`src/rtl/tcap_pkg.sv`:
```
package tcap_pkg;
    typedef enum logic {
        FLT_LOW  = 1'b0,
        FLT_HIGH = 1'b1
    } flt_state_t;

    localparam logic [1:0] ADDR_LO = 2'd0;
    localparam logic [1:0] ADDR_HI = 2'd1;
    localparam logic [1:0] ADDR_ST = 2'd2;
endpackage

```
`src/rtl/tcap_sync.sv`:
```
module tcap_sync #(
    parameter int STAGES = 2
) (
    input  logic clk,
    input  logic rst_n,
    input  logic d,
    output logic q
);
    logic [STAGES-1:0] chain_q;

    generate
        if (STAGES == 1) begin : g_single
            always_ff @(posedge clk or negedge rst_n) begin
                if (!rst_n) chain_q <= '0;
                else        chain_q <= d;
            end
        end else begin : g_chain
            always_ff @(posedge clk or negedge rst_n) begin
                if (!rst_n) chain_q <= '0;
                else        chain_q <= {chain_q[STAGES-2:0], d};
            end
        end
    endgenerate

    assign q = chain_q[STAGES-1];
endmodule

```
`src/rtl/tcap_filter.sv`:
```
module tcap_filter
    import tcap_pkg::*;
#(
    parameter int NC_LEN = 4
) (
    input  logic clk,
    input  logic rst_n,
    input  logic hold,
    input  logic nc_en,
    input  logic din,
    output logic lvl
);
    flt_state_t        state_q, state_d;
    logic [NC_LEN-1:0] hist_q;
    logic              go_high, go_low;

    // Sample history keeps shifting on every system clock cycle.
    always_ff @(posedge clk or negedge rst_n) begin
        if (!rst_n) hist_q <= '0;
        else        hist_q <= {hist_q[NC_LEN-2:0], din};
    end

    always_comb begin
        go_high = nc_en ? (&hist_q)  : din;
        go_low  = nc_en ? ~(|hist_q) : ~din;
    end

    // State register
    always_ff @(posedge clk or negedge rst_n) begin
        if (!rst_n) state_q <= FLT_LOW;
        else        state_q <= state_d;
    end

    // Transitions
    always_comb begin
        state_d = state_q;
        if (!hold) begin
            unique case (state_q)
                FLT_LOW:  if (go_high) state_d = FLT_HIGH;
                FLT_HIGH: if (go_low)  state_d = FLT_LOW;
            endcase
        end
    end

    // Outputs
    always_comb begin
        lvl = (state_q == FLT_HIGH);
    end
endmodule

```
`src/rtl/tcap_edge.sv`:
```
module tcap_edge (
    input  logic clk,
    input  logic rst_n,
    input  logic hold,
    input  logic rise,
    input  logic lvl,
    output logic evt
);
    logic prev_q;

    always_ff @(posedge clk or negedge rst_n) begin
        if (!rst_n)     prev_q <= 1'b0;
        else if (!hold) prev_q <= lvl;
    end

    always_comb begin
        if (hold)      evt = 1'b0;
        else if (rise) evt = lvl & ~prev_q;
        else           evt = ~lvl & prev_q;
    end
endmodule

```
`src/rtl/tcap_unit.sv`:
```
module tcap_unit
    import tcap_pkg::*;
#(
    parameter int BUS_W       = 8,
    parameter int SYNC_STAGES = 2,
    parameter int NC_LEN      = 4,
    localparam int CNT_W      = 2 * BUS_W
) (
    input  logic             clk,
    input  logic             rst_n,
    input  logic [CNT_W-1:0] cnt_in,
    input  logic             pin_in,
    input  logic             cmp_in,
    input  logic             src_cmp,
    input  logic             nc_en,
    input  logic             rise_edge,
    input  logic             top_mode,
    input  logic             irq_en,
    input  logic             bus_wr,
    input  logic [1:0]       bus_addr,
    input  logic [BUS_W-1:0] bus_wdata,
    output logic [BUS_W-1:0] bus_rdata,
    output logic             irq
);
    logic             trig_raw;
    logic             sync_q;
    logic             flt_lvl;
    logic             cap_evt;
    logic [CNT_W-1:0] cap_q;
    logic [BUS_W-1:0] hi_tmp_q;
    logic             flag_q;
    logic             wr_lo, wr_hi, wr_clr;

    assign trig_raw = src_cmp ? cmp_in : pin_in;

    tcap_sync #(.STAGES(SYNC_STAGES)) u_sync (
        .clk   (clk),
        .rst_n (rst_n),
        .d     (trig_raw),
        .q     (sync_q)
    );

    tcap_filter #(.NC_LEN(NC_LEN)) u_filter (
        .clk   (clk),
        .rst_n (rst_n),
        .hold  (top_mode),
        .nc_en (nc_en),
        .din   (sync_q),
        .lvl   (flt_lvl)
    );

    tcap_edge u_edge (
        .clk   (clk),
        .rst_n (rst_n),
        .hold  (top_mode),
        .rise  (rise_edge),
        .lvl   (flt_lvl),
        .evt   (cap_evt)
    );

    assign wr_lo  = bus_wr && (bus_addr == ADDR_LO);
    assign wr_hi  = bus_wr && (bus_addr == ADDR_HI);
    assign wr_clr = bus_wr && (bus_addr == ADDR_ST) && bus_wdata[0];

    always_ff @(posedge clk or negedge rst_n) begin
        if (!rst_n)     hi_tmp_q <= '0;
        else if (wr_hi) hi_tmp_q <= bus_wdata;
    end

    always_ff @(posedge clk or negedge rst_n) begin
        if (!rst_n)       cap_q <= '0;
        else if (cap_evt) cap_q <= cnt_in;
        else if (wr_lo)   cap_q <= {hi_tmp_q, bus_wdata};
    end

    always_ff @(posedge clk or negedge rst_n) begin
        if (!rst_n)       flag_q <= 1'b0;
        else if (cap_evt) flag_q <= 1'b1;
        else if (wr_clr)  flag_q <= 1'b0;
    end

    always_comb begin
        unique case (bus_addr)
            ADDR_LO: bus_rdata = cap_q[BUS_W-1:0];
            ADDR_HI: bus_rdata = cap_q[CNT_W-1:BUS_W];
            ADDR_ST: bus_rdata = {{(BUS_W-1){1'b0}}, flag_q};
            default: bus_rdata = '0;
        endcase
    end

    assign irq = flag_q & irq_en;
endmodule

```
`config.mk`:
```
export PLATFORM = sky130hd
export DESIGN_NAME = tcap_unit
export DESIGN_NICKNAME = d
export VERILOG_FILES = /design/src/rtl/tcap_pkg.sv /design/src/rtl/tcap_sync.sv /design/src/rtl/tcap_filter.sv /design/src/rtl/tcap_edge.sv /design/src/rtl/tcap_unit.sv
export SDC_FILE = /design/constraint.sdc
export NUM_CORES = 1
export LEC_CHECK = 0
export BUFFER_PORTS_ARGS = -buffer_cell sky130_fd_sc_hd__buf_2
export CAP_MARGIN = 20
export CORE_MARGIN = 3
export CORE_UTILIZATION = 40
export CTS_CLUSTER_DIAMETER = 100
export CTS_CLUSTER_SIZE = 16
export DETAILED_ROUTE_END_ITERATION = 10
export PLACE_DENSITY = 0.65
export SYNTH_ARGS = -nofsm -noshare
export SYNTH_HDL_FRONTEND = slang
export SYNTH_SLANG_ARGS = --single-unit
```
`constraint.sdc`:
```
create_clock -name clk -period 3.65 [get_ports clk]
set_input_delay 0.73 -clock clk [delete_from_list [all_inputs] [get_ports clk]]
set_output_delay 0.73 -clock clk [all_outputs]
set_load 0.01 [all_outputs]
```
==> run_results.csv <==
group,metric,value,unit
run_status,outcome,"finished clean",
global_route,grt_max_degree,34,
layout,final_util,51.63,%
timing,worst_hold_slack,0.3482,ns
synthesis,synth_top_area_share,51.48,%
cts,cts_tree,"yes",
synthesis,synthDistinctLibCells,22,
place,dp.cells,200,
synthesis,synth-simple-area-share,6.162,%
place,dp_hpwl,2256,µm
cts,hold_buffers,0,
layout,layout_common_cells,"buf_2, mux2_2, dfrtp_1, mux2_4, mux2i_1",
timing,fin_tns_setup,0,ns
detailed_routing,drtAntennaViolNets,0,
synthesis,yosys-top-cells-area,"dfrtp_1, mux2_2, mux2_4, mux2i_1, nor2_1",
global_route,grt-ovfl-total,0,
detailed_routing,drt_iter0_markers,83,
cts,cts_resized,0,
power,p_leak,0.9411,nW
synthesis,synthMuxAreaShare,36.58,%
timing,tightest_slew,0.8296,ns
power,p_clk_share,26.3,%
die,die_w,69.33,µm
global_route,grt_usage,13.97,%
synthesis,syn_inst,112,
worst_setup_path,critPathCaptureType,"flop",
die,die_area,4806,µm²
die,start_util,42.53,%
worst_setup_path,arrival,2.37,ns
synthesis,syn-num-nets,148,
cts,clk_pin_slew,0.07,ns
synthesis,synth_top_area_cell,"dfrtp_1",
synthesis,seq_area_frac_synth,51.48,%
detailed_routing,wirelength,3102,µm
synthesis,synth_seq_cells,33,
run,drv_cap,0,
detailed_routing,vias,1043,
timing,slew_viol_final,0,
global_route,grt_pass1_wl,5285,µm
die,rows,22,
global_route,grt_pass1_vias,1129,
cts,clock_latency,0.28,ns
layout,final_nets,195,
worst_setup_path,crit_type,"in2reg",
layout,syn_to_final_growth,21.37,%
power,comb_power_share,27.8,%
die,num_io_pins,45,
layout,layout_commonest_cell,"buf_2",
synthesis,synth_warnings,0,
cts,cts_setup_buffers,0,
timing,fin_skew,0.005865,ns
cts,numCtsBuffers,5,
synthesis,synth_top_family_by_area,"multiplexers",
layout,layoutNonFillerInstCount,208,
cts,cts.sinks,33,
place,io_buffers,44,
worst_setup_path,startpoint_type,"input pin",
timing,hold_violations,0,
synthesis,post_synth.cell_area_avg,14.32,µm²
timing,max_freq,455.2,MHz
hold_path,hold_class,"reg2reg",
power,seqPwrFrac,45.9,%
timing,rsz0062_at_grt,"no",
detailed_routing,drc,0,
power,ir_worst_vdd,0.2992,mV
layout,antenna_cells,0,
die,die_h,69.33,µm
layout,drive_above_1_share,60.62,%
global_route,antenna_found_initial,0,
place,globalplace.congestion,0.7471,
timing,slew_headroom,44.69,%
power,p_switching,0.2914,mW
timing,setup_viol,0,
cts,cts.path.max_buffers,2,
cts,cts-root-buf,"clkbuf_8",
synthesis,synthAdderAreaFrac,0,%
cts,cts.htree.levels,2,
worst_setup_path,worst_ep_required_time,3.82,ns
detailed_routing,vias_per_cell,5.014,
power,p_sw_share,25.76,%
synthesis,synth_compound_area_share,2.886,%
power,p_int,0.8399,mW
detailed_routing,firstDrtPassIters,4,
synthesis,synth-xor-area-share,0,%
timing,post-route-period-util,60.19,%
synthesis,syn_area,1604,µm²
die,core,3771,µm²
detailed_routing,wl_per_cell,14.91,µm
timing,period_minus_slack,2.197,ns
power,power_density,581.1,nW/µm²
worst_setup_path,critPathMaxFanout,12,
[cells by family after synthesis]
| group | count (synthesis) |
|---|---|
| AO/OA/AOI/OAI | 7 |
| buffers and inverters | 5 |
| flip-flops | 33 |
| multiplexers | 50 |
| AND/OR/NAND/NOR | 17 |
[area by class of cell]
class                           instances  area, µm²
Clock buffer                            7      96.34
Fill cell                             322       1824
Timing Repair Buffer                   45      227.7
Tap cell                               48      60.06
Multi-Input combinational cell         74      732.0
Clock inverter                          1      5.005
Sequential cell                        33      825.8
[flip-flops by register name, summed over array words and instances, names as in the netlist]
name	flops
flag_q	1
cap_q	16
u_sync.chain_q	2
u_edge.prev_q	1
hi_tmp_q	8
u_filter.lvl	1
u_filter.hist_q	4
[through the flow]
stage          power, mW  worst slack [ns]  instance area, µm²
2_1_floorplan     0.7577             1.521                1604
3_3_place_gp      0.8263             1.213                1846
3_5_place_dp      0.8461             1.165                1846
4_1_cts            1.149             1.457                1947
5_1_grt            1.207             1.336                1947
6_report           1.131             1.453                1947
[path summary, 6_finish.rpt]
path,start,to,slack [ns],depth (start not counted)
setup / recovery,bus_addr[0],cap_q[6]$_DFFE_PN0P_,1.45,5
hold / removal,u_sync.chain_q[0]$_DFF_PN0_,u_sync.chain_q[1]$_DFF_PN0_,0.35,0
setup reg to reg,u_filter.lvl$_DFFE_PN0N_,cap_q[12]$_DFFE_PN0P_,1.83,3
hold reg to reg,u_sync.chain_q[0]$_DFF_PN0_,u_sync.chain_q[1]$_DFF_PN0_,0.35,0
max in group asynchronous,rst_n,cap_q[4]$_DFFE_PN0P_,2.67,1
min in group asynchronous,rst_n,cap_q[7]$_DFFE_PN0P_,0.50,1
[routing by layer]
layer	track usage, %	wire (µm)
met5	0	0
met4	3.905	33
met3	5.507	156
met2	23.31	1537
met1	16.68	1375
[critical path, cell delays in order]
cell,delay [ns]
buf_2,0.21
nor3b_2,0.51
buf_4,0.30
mux2_2,0.35
mux2_2,0.26
[power by group through the flow]
stage | Sequential [mW] | Clock (mW) | Combinational [mW]
finish | 0.519 | 0.297 | 0.315
floorplan | 0.507 | 0 | 0.250
CTS | 0.521 | 0.309 | 0.320
global placement | 0.519 | 0 | 0.307
detailed placement | 0.528 | 0 | 0.319
global route | 0.535 | 0.325 | 0.347
[cells in the mapped netlist (all sizes together)]
cell type	instances
a31oi	1
mux2	42
nor2	7
and2	1
nor2b	1
mux2i	8
nand4b	1
clkbuf	1
dfrtp	33
a31o	1
nand3b	3
nor3b	1
o21ai	3
buf	4
o31a	1
nand2	2
or3b	1
a21o	1
No activity file was read; power rests on OpenSTA's default activity.
